`config.mk`:
```
export PLATFORM = sky130hd
export DESIGN_NAME = irq_stat_bank
export DESIGN_NICKNAME = d
export VERILOG_FILES = /design/src/rtl/irq_stat_bank.sv
export SDC_FILE = /design/constraint.sdc
export NUM_CORES = 1
export LEC_CHECK = 0
export ABC_AREA = 1
export BUFFER_PORTS_ARGS = -buffer_cell sky130_fd_sc_hd__buf_2
export CORE_MARGIN = 2
export CORE_UTILIZATION = 25
export CTS_BUF_LIST = sky130_fd_sc_hd__clkbuf_16
export CTS_CLUSTER_SIZE = 28
export DETAILED_ROUTE_END_ITERATION = 8
export PLACE_DENSITY = 0.85
export SLEW_MARGIN = 20
export SYNTH_ARGS = -nofsm -noshare
export SYNTH_HDL_FRONTEND = slang
export SYNTH_SLANG_ARGS = --single-unit
```
`constraint.sdc`:
```
create_clock -name clk -period 0.8 [get_ports clk]
set_clock_uncertainty 0.05 [all_clocks]
set_input_delay 0.16 -clock clk [delete_from_list [all_inputs] [get_ports clk]]
set_output_delay 0.16 -clock clk [all_outputs]
set_load 0.02 [all_outputs]
```
`src/rtl/irq_stat_bank.sv`:
```
module irq_stat_bank #(
  parameter int ADDR_W = 8,
  parameter int DATA_W = 32,
  parameter int EVT_BIT = 1,
  parameter logic [ADDR_W-1:0] OFF_RAW = 'h20,
  parameter logic [ADDR_W-1:0] OFF_ENA = 'h24,
  parameter logic [ADDR_W-1:0] OFF_MSET = 'h28,
  parameter logic [ADDR_W-1:0] OFF_MCLR = 'h2C
) (
  input  logic              clk,
  input  logic              rst_n,
  input  logic              wr_en,
  input  logic [ADDR_W-1:0] addr,
  input  logic [DATA_W-1:0] wdata,
  output logic [DATA_W-1:0] rdata,
  input  logic              word_done,
  output logic              irq
);

  localparam int WA = ADDR_W - 2;

  logic stat_q, en_q;
  logic [WA-1:0] waddr;
  logic hit_raw, hit_ena, hit_mset, hit_mclr, wbit;

  assign waddr    = addr[ADDR_W-1:2];
  assign hit_raw  = waddr == OFF_RAW[ADDR_W-1:2];
  assign hit_ena  = waddr == OFF_ENA[ADDR_W-1:2];
  assign hit_mset = waddr == OFF_MSET[ADDR_W-1:2];
  assign hit_mclr = waddr == OFF_MCLR[ADDR_W-1:2];
  assign wbit     = wdata[EVT_BIT];

  always_ff @(posedge clk or negedge rst_n) begin
    if (!rst_n) begin
      stat_q <= 1'b0;
    end else if (word_done || (wr_en && hit_raw && wbit)) begin
      stat_q <= 1'b1;
    end else if (wr_en && hit_ena && wbit) begin
      stat_q <= 1'b0;
    end
  end

  always_ff @(posedge clk or negedge rst_n) begin
    if (!rst_n) begin
      en_q <= 1'b0;
    end else if (wr_en && hit_mset && wbit) begin
      en_q <= 1'b1;
    end else if (wr_en && hit_mclr && wbit) begin
      en_q <= 1'b0;
    end
  end

  always_comb begin
    rdata = '0;
    if (hit_raw)                rdata[EVT_BIT] = stat_q;
    else if (hit_ena)           rdata[EVT_BIT] = stat_q & en_q;
    else if (hit_mset || hit_mclr) rdata[EVT_BIT] = en_q;
  end

  assign irq = stat_q & en_q;

  logic unused_bits;
  assign unused_bits = ^{addr[1:0], wdata};

  assert_event_sets_R1: assert property (@(posedge clk) disable iff (!rst_n)
    word_done |=> stat_q);

  assert_clear_drops_R4: assert property (@(posedge clk) disable iff (!rst_n)
    (wr_en && hit_ena && wbit && !word_done) |=> !stat_q);

  assert_event_wins_R8: assert property (@(posedge clk) disable iff (!rst_n)
    (wr_en && hit_ena && wbit && word_done) |=> stat_q);

  assert_mask_set_R6: assert property (@(posedge clk) disable iff (!rst_n)
    (wr_en && hit_mset && wbit) |=> en_q);

  assert_mask_clr_R6: assert property (@(posedge clk) disable iff (!rst_n)
    (wr_en && hit_mclr && wbit) |=> !en_q);

  assert_idle_holds_R9: assert property (@(posedge clk) disable iff (!rst_n)
    (!wr_en && !word_done) |=> ($stable(stat_q) && $stable(en_q)));

endmodule

```
# --- Yosys cells after proc, flatten, opt, wreduce, memory -nomap -nowiden ---
# Index checks and enable logic that the tools add are counted.
# Widths: inputs -> output; s select.
totals:
  register_bits: 2
  latch_bits: 0
  ram_bits: 0
  romBits: 0
  in_bits: 44
  output_inout_bits: 33
  word_cells: 26
  memories: 0
op_classes:
  n_addsub: 0
  n_mul: 0
  n_div: 0
  n_lt_le_gt_ge: 0
  n_eq_ne: 4
  shift: 0
  n_mux: 7
  bitwise: 1
  reduce_logical: 12
op_table:
  columns: ["operator", "n"]
  rows:
  - ["$eq 6x4->1 const B", 4]
  - ["$logic_and 1x1->1", 8]
  - ["$mux 1", 7]
  - ["$reduce_bool 2->1", 2]
  - ["$logic_or 1x1->1", 2]
  - ["$and 1x1->1", 1]

# --- Depth between registers and ports, before layout ---
# Gate-level depths: netlist of run 1.
logic_depth:
  ltp_word: 5
  depth_mapped: 6
  mapped_depth_nobuf: 6

# --- Least setup slack after synthesis of run 1 ---
# No wires, ideal clock.
synth_timing:
  path_kind: "reg2out"
  start: "register stat_q"
  end: "output port rdata[1]"
  t_arrival_ns: 0.885
  required_ns: 0.590
  setup_slack_ns: -0.295
  path_stages_with_launch: 3
  path_buffers: 0
  path_cell_list: "dfrtp_1 -> nor2_1 -> nor3_1"
synth_between:
  elab_chain_len: 3
synth_lines:
  columns: ["element", "line_no", "source"]
  rows:
  - ["from (decl)", "22", "logic stat_q, en_q;"]
  - ["from (signal assigned)", "35", "stat_q <= 1'b0;"]
  - ["from (signal assigned)", "37", "stat_q <= 1'b1;"]
  - ["from (signal assigned)", "39", "stat_q <= 1'b0;"]
  - ["$and 1x1->1", "56", "else if (hit_ena) rdata[EVT_BIT] = stat_q & en_q;"]
  - ["$mux 1", "56", null]
  - ["$mux 1 (*)", "55", "if (hit_raw) rdata[EVT_BIT] = stat_q;"]
  - ["to (decl)", "15", "output logic [DATA_W-1:0] rdata,"]
# Every way passes the cells marked *; elsewhere a longest branch is shown, timed or not.

# --- Worst setup path in the final report of run 1 ---
layout_timing:
  start: "register en_q"
  end: "output port rdata[1]"
layout_between:
  elab_chain_len: 3
  word_cells_on_any_way: 4
  classes_between: "mux (3); bitwise (1)"
layout_lines:
  columns: ["element", "line_no", "source"]
  rows:
  - ["from (decl)", "22", null]
  - ["from (signal assigned)", "45", "en_q <= 1'b0;"]
  - ["from (signal assigned)", "47", "en_q <= 1'b1;"]
  - ["from (signal assigned)", "49", "en_q <= 1'b0;"]
  - ["$mux 1 or $and 1x1->1 (tied branches)", "57, 56", null]
  - ["$mux 1 (*)", "56", null]
  - ["$mux 1 (*)", "55", null]
# Marks and branches as above.

==> load_flow_metrics.sql, run 1 <==
INSERT INTO impl_metrics (metric_group, metric, value, unit) VALUES
('outcome', 'run_status', 'complete, but fails checks', ''),
('outcome', 'failing_checks', 'setup timing', ''),
('yosys', 'ys_seq_area_share', '11.9', '%'),
('finish', 'commonest_cells_after_routing_fill_and_taps_aside', 'sky130_fd_sc_hd__conb_1, sky130_fd_sc_hd__nand2_1, sky130_fd_sc_hd__buf_2', ''),
('finish', 'diodes', '0', ''),
('drt', 'avgRoutedWirePerCell', '7.08', 'um'),
('pwr', 'power.static_leakage', '0.318', 'nW'),
('drt', 'route.antenna.remaining_nets', '0', ''),
('worst_setup_path', 'worstSetupStartpoint', 'en_q', ''),
('clock_tree', 'cts.clk_slew.worst_paths', '0.03', 'ns'),
('worst_setup_path', 'r2r-start', 'stat_q', ''),
('yosys', 'synthDominantCellAreaShare', '55.5', '%'),
('timing', 'timing.final.ws_setup', '-0.352', 'ns'),
('yosys', 'synthDistinctLibCells', '10', ''),
('hold_path', 'hold_start', 'word_done', ''),
('timing', 'final_min_period_over_clock_period', '144', '%'),
('grt', 'wire_length_of_the_first_global_routing_pass', '993', 'um'),
('drt', 'detail_route.vias_per_cell', '3.43', ''),
('yosys', 'ys_top_cells_by_area', 'sky130_fd_sc_hd__buf_4, sky130_fd_sc_hd__dfrtp_1, sky130_fd_sc_hd__nand2_1', ''),
('worst_setup_path', 'setup.worst_path.end_class', 'output port', ''),
('pwr', 'power_per_cell_area', '2100', 'nW/um2'),
('floorplan', 'pin_count', '77', ''),
('floorplan', 'fp.dieW', '44.9', 'um'),
('clock_tree', 'numClockSinks', '2', ''),
('clock_tree', 'post_cts_setup_inserts', '0', ''),
('place', 'globalplace.congestion', '0.631', ''),
('floorplan', 'placeableCoreArea', '1540', 'um2'),
('yosys', 'post_synth_inst_count', '67', ''),
('grt', 'first_global_vias', '277', ''),
('worst_setup_path', 'crit_slowest_cell', 'sky130_fd_sc_hd__dfrtp_1', ''),
('place', 'detailed_place_hpwl', '618', 'um'),
('floorplan', 'rows', '14', ''),
('run', 'drv_cap', '0', ''),
('finish', 'final_nets', '131', ''),
('yosys', 'number_of_warnings_printed_during_yosys_synthesis', '0', ''),
('finish', 'share_of_post_route_cells_with_drive_strength_above_1', '32.9', '%'),
('worst_setup_path', 'worst-path-max-fanout', '3', ''),
('clock_tree', 'ctsHtreeMaxLevel', '1', ''),
('finish', 'layout.cells.most_common', 'sky130_fd_sc_hd__conb_1', ''),
('floorplan', 'fp.dieH', '44.9', 'um'),
('timing', 'max_freq', '868', 'MHz'),
('drt', 'drtPass1Iterations', '2', ''),
('finish', 'finish.utilization', '34.4', '%'),
('worst_setup_path', 'crit_path_cells', 'nor2_2, nor3_4, buf_6', ''),
('finish', 'multi_input_area', '254', 'um2'),
('finish', 'syn_to_final_growth', '26.6', '%'),
('drt', 'route.vias.total', '346', ''),
('timing', 'report.final.hold_viol_count', '0', ''),
('clock_tree', 'tritoncts', 'yes', ''),
('finish', 'fin_area', '531', 'um2'),
('clock_tree', 'clkLatencyLatePin', '0.22', 'ns'),
('finish', 'fillCellCount', '167', ''),
('worst_setup_path', 'worst_ep_required', '0.59', 'ns'),
('grt', 'grt_antenna_before_repair', '0', ''),
('timing', 'final.min_clock_period', '1.15', 'ns'),
('timing', 'maxSlewViolCount', '0', ''),
('drt', 'wirelength', '715', 'um'),
('drt', 'drc_errors', '0', ''),
('floorplan', 'design.die.area', '2020', 'um2'),
('worst_setup_path', 'cp-start-kind', 'register', ''),
('clock_tree', 'ctsLongestPathBuffers', '2', ''),
('yosys', 'synth_top_cell_by_area', 'sky130_fd_sc_hd__buf_4', ''),
('grt', 'pin_count_of_the_biggest_net_entering_global_routing', '4', ''),
('yosys', 'synth.cell_area', '419', 'um2'),
('timing', 'setup_violations', '2', ''),
('finish', 'regArea', '50.0', 'um2'),
('clock_tree', 'cts_buffers', '3', ''),
('yosys', 'ys_ff_latch', '2', ''),
('pwr', 'worst_ir_drop_vdd', '0.000692', 'V'),
('worst_setup_path', 'crit_path_max_incr_delay', '0.37', 'ns'),
('drt', 'initialDrtViolationCount', '5', '');
power breakdown:
| part | total [mW] | switching (mW) | internal (mW) |
|---|---|---|---|
| logic | 0.264 | 0.199 | 0.0649 |
| registers | 0.115 | 0.00640 | 0.109 |
| clock network | 0.737 | 0.102 | 0.635 |
| total | 1.12 | 0.308 | 0.809 |
metrics by stage:
step           hold WS (ns)  power [mW]  cells
2_1_floorplan        -0.186       0.415     97
3_3_place_gp         -0.105       0.353     97
3_5_place_dp         -0.103       0.356     97
4_1_cts              0.0858        1.12    101
5_1_grt              0.0889        1.16    101
6_report             0.0873        1.12    101
path summary, 6_finish.rpt:
check | endpoint | slack [ns] | cells past startpoint
worst max-delay path | rdata[1] | -0.35 | 3
worst max register to register | stat_q | 0.10 | 2
min in group asynchronous | en_q | 0.23 | 2
max in group asynchronous | stat_q | 0.38 | 2
worst min register to register | en_q | 0.48 | 2
worst min-delay path | stat_q | 0.09 | 3
state kept, by name, indices dropped and copies added (netlist names):
signal / cells
en_q: 1
stat_q: 1
synth_stat cells:
cell / count
sky130_fd_sc_hd__buf_4: 31
sky130_fd_sc_hd__nand2_1: 13
sky130_fd_sc_hd__nor2_1: 9
sky130_fd_sc_hd__inv_1: 6
sky130_fd_sc_hd__dfrtp_1: 2
sky130_fd_sc_hd__nor2_2: 2
sky130_fd_sc_hd__conb_1: 1
sky130_fd_sc_hd__inv_2: 1
sky130_fd_sc_hd__nand4_1: 1
sky130_fd_sc_hd__nor3_1: 1
critical path, delay by kind of cell, from the launching register on:
kind	cells	cell delay, ns
and+or+nand+nor	2	0.22
DFF	1	0.37
buffers and inverters	1	0.13
routing by layer:
layer / track usage, % / part of all wire, % / vias up
li1: - / - / 171
met1: 5.13 / 28 / 154
met2: 13.7 / 61 / 21
met3: 3.60 / 11 / 0
met4: 5.29 / 0 / 0
met5: 0 / 0 / -
area by class of cell:
type                       count  area share (%)
tap                           16            3.77
timing repair buffer          16            19.8
sequential                     2            9.43
multi-input combinational     57            47.9
inverter                       7            4.95
clock buffer                   3            14.2
what timing repair did:
action                                  in CTS  in global routing
hold buffers                                 1                  0
pin swaps                                    3                  5
gates resized for setup                      5                  4
endpoints found under the hold margin        2                  0
endpoints found under the setup margin       2                  4
cell families after synthesis:
| kind of cell | after synthesis | share of synthesized area (%) |
|---|---|---|
| buffers and inverters | 38 | 61.8 |
| AND/OR/NAND/NOR | 26 | 25.4 |
| other | 1 | 0.895 |
| flip-flops | 2 | 11.9 |
Note: power is estimated with default switching activity, not from simulation.
==> run 2: changes to the inputs <==
- PLACE_DENSITY: 0.85 -> 0.87
- RECOVER_POWER: unset -> 50
==> run 2 against run 1 <==
Effect of this change: the flow still finishes with violations (setup timing); sequential share of layout area shrank 0.62 points; wire length decreased by 9.1%; non-clock buffer count grew 4; utilization up 2.4 points.
==> load_flow_metrics.sql, run 2 (same netlist as run 1, synthesis figures left out) <==
INSERT INTO impl_metrics (metric_group, metric, value, unit) VALUES
('hold_path', 'hold_class', 'primary input to register', ''),
('finish', 'share_of_post_route_cells_with_drive_strength_above_1', '33.7', '%'),
('finish', 'multi_input_area', '251', 'um2'),
('worst_setup_path', 'cp-start-kind', 'register', ''),
('hold_path', 'number_of_cells_traversed_by_the_worst_hold_path', '3', ''),
('clock_tree', 'ctsLongestPathBuffers', '2', ''),
('drt', 'initialDrtViolationCount', '1', ''),
('clock_tree', 'ctsHtreeMaxLevel', '1', ''),
('clock_tree', 'clockRootBuffer', 'sky130_fd_sc_hd__clkbuf_16', ''),
('worst_setup_path', 'worst-r2r-setup-slack', '-0.09', 'ns'),
('timing', 'timing.final.ws_setup', '-0.351', 'ns'),
('timing', 'maxSlewViolCount', '0', ''),
('drt', 'drc_errors', '0', ''),
('timing', 'final_min_period_over_clock_period', '144', '%'),
('timing', 'final.min_clock_period', '1.15', 'ns'),
('worst_setup_path', 'r2r_cells', '4', ''),
('floorplan', 'design.die.area', '2020', 'um2'),
('hold_path', 'hold_end', 'stat_q', ''),
('worst_setup_path', 'worst-path-max-fanout', '3', ''),
('worst_setup_path', 'critPathArrivalTime', '0.94', 'ns'),
('grt', 'grt_use_total', '7.01', '%'),
('drt', 'avgRoutedWirePerCell', '6.19', 'um'),
('worst_setup_path', 'setup.worst_path.end_class', 'output port', ''),
('finish', 'finish.cell_count_without_fillers', '105', ''),
('place', 'globalplace.congestion', '0.648', ''),
('finish', 'top_regs', 'en_q: 1 flops, stat_q: 1 flops', ''),
('grt', 'first_global_vias', '290', ''),
('clock_tree', 'cts.clk_slew.worst_paths', '0.03', 'ns'),
('drt', 'detail_route.vias_per_cell', '3.32', ''),
('floorplan', 'fp.dieW', '44.9', 'um'),
('worst_setup_path', 'r2r-start', 'stat_q', ''),
('worst_setup_path', 'worst-setup-path-type', 'register to output port', ''),
('finish', 'syn_to_final_growth', '35.5', '%'),
('place', 'detailed_place_hpwl', '561', 'um'),
('pwr', 'power.static_leakage', '0.339', 'nW'),
('grt', 'pin_count_of_the_biggest_net_entering_global_routing', '4', ''),
('floorplan', 'placeableCoreArea', '1540', 'um2'),
('timing', 'setup_violations', '4', ''),
('grt', 'grt_overflow', '0', ''),
('clock_tree', 'numClockSinks', '2', ''),
('outcome', 'run_status', 'complete, but fails checks', ''),
('drt', 'route.vias.total', '349', ''),
('grt', 'grt_antenna_before_repair', '0', ''),
('floorplan', 'rows', '14', ''),
('finish', 'diodes', '0', ''),
('floorplan', 'fp.dieH', '44.9', 'um'),
('timing', 'max_freq', '869', 'MHz'),
('finish', 'layout.cells.most_common', 'sky130_fd_sc_hd__conb_1', ''),
('clock_tree', 'clkLatencyLatePin', '0.22', 'ns'),
('finish', 'commonest_cells_after_routing_fill_and_taps_aside', 'sky130_fd_sc_hd__conb_1, sky130_fd_sc_hd__nand2_1, sky130_fd_sc_hd__buf_2', ''),
('clock_tree', 'cts_buffers', '3', ''),
('timing', 'rsz0062_at_grt', 'yes', ''),
('drt', 'route.antenna.remaining_nets', '0', ''),
('finish', 'final_nets', '135', ''),
('floorplan', 'pin_count', '77', ''),
('hold_path', 'hold_start', 'word_done', ''),
('drt', 'wirelength', '650', 'um'),
('timing', 'totalNegativeSetupSlack', '-0.768', 'ns'),
('clock_tree', 'tritoncts', 'yes', ''),
('place', 'placedCellCount', '99', ''),
('outcome', 'failing_checks', 'setup timing', ''),
('timing', 'report.final.hold_viol_count', '0', ''),
('finish', 'fillCellCount', '169', ''),
('finish', 'regArea', '50.0', 'um2'),
('place', 'pre_cts_slack', '-0.250', 'ns'),
('grt', 'wire_length_of_the_first_global_routing_pass', '1.04', 'mm'),
('worst_setup_path', 'r2r_end', 'stat_q', ''),
('floorplan', 'initial_util', '27.2', '%'),
('worst_setup_path', 'worst_ep_required', '0.59', 'ns'),
('run', 'drv_cap', '0', ''),
('place', 'port_buffers', '12', ''),
('pwr', 'worst_ir_drop_vdd', '0.00104', 'V'),
('pwr', 'power_per_cell_area', '2000', 'nW/um2'),
('drt', 'drtPass1Iterations', '2', '');
-- run 2: cell count changes in the layout (fill, tap and decap cells not counted) --
cell / previous run / this run
sky130_fd_sc_hd__buf_2: 10 / 9
sky130_fd_sc_hd__clkbuf_1: 0 / 1
sky130_fd_sc_hd__buf_6: 2 / 5
sky130_fd_sc_hd__inv_1: 4 / 6
sky130_fd_sc_hd__nand2_1: 12 / 10
sky130_fd_sc_hd__inv_2: 3 / 1
sky130_fd_sc_hd__nand2_2: 1 / 3
sky130_fd_sc_hd__nor2_4: 2 / 1
sky130_fd_sc_hd__buf_4: 3 / 4
sky130_fd_sc_hd__nor2_1: 6 / 7
-- run 2: cell type report --
type | instances | area share, %
Multi-Input combinational cell | 57 | 44.3
Timing Repair Buffer | 20 | 25.6
Clock buffer | 3 | 13.2
Sequential cell | 2 | 8.81
Inverter | 7 | 4.63
Tap cell | 16 | 3.52
-- run 2: through the flow --
step           hold slack [ns]  utilization (%)  cell area [um2]  power (mW)
2_1_floorplan           -0.186                -              553       0.415
3_3_place_gp            -0.105             28.4              438       0.363
3_5_place_dp            -0.105             28.4              438       0.364
4_1_cts                 0.0976             35.8              552        1.13
5_1_grt                  0.105             36.9              568        1.18
6_report                0.0906             36.9              568        1.14
-- run 2: report_power, final --
group / internal [mW] / total (mW) / switching [mW]
registers: 0.109 / 0.116 / 0.00726
clock network: 0.635 / 0.735 / 0.100
logic: 0.0872 / 0.286 / 0.199
-- run 2: what timing repair did --
| item | 4_1_cts | 5_1_grt |
|---|---|---|
| pin swaps | 7 | 0 |
| hold buffers | 1 | 0 |
| gates resized for setup | 7 | 4 |
| endpoints found under the hold margin | 2 | 0 |
| setup buffers | 2 | 2 |
| setup endpoints to repair | 3 | 4 |
-- run 2: worst max path at each step --
stage | startpoint | end | slack, ns | cells after the start
after global routing | stat_q | rdata[1] | -0.40 | 3
after CTS | stat_q | rdata[1] | -0.35 | 3
after floorplan | en_q | rdata[1] | -0.07 | 2
after detailed placement | addr[2] | rdata[1] | -0.25 | 5
after global placement | addr[2] | rdata[1] | -0.25 | 5
final | stat_q | rdata[1] | -0.35 | 3
-- run 2: critical path, stage by stage (launching register included) --
cell and delay (ns):
sky130_fd_sc_hd__dfrtp_1 0.37, sky130_fd_sc_hd__nor2_2 0.06, sky130_fd_sc_hd__nor3_4 0.16, sky130_fd_sc_hd__buf_6 0.13
-- run 2: layer usage --
layer,vias to the layer above,GRT usage (%),part of all wire [%]
met3,0,3.60,14
met1,145,6.86,34
met2,24,12.9,52
met4,0,1.76,0
met5,-,0,0
li1,180,-,-
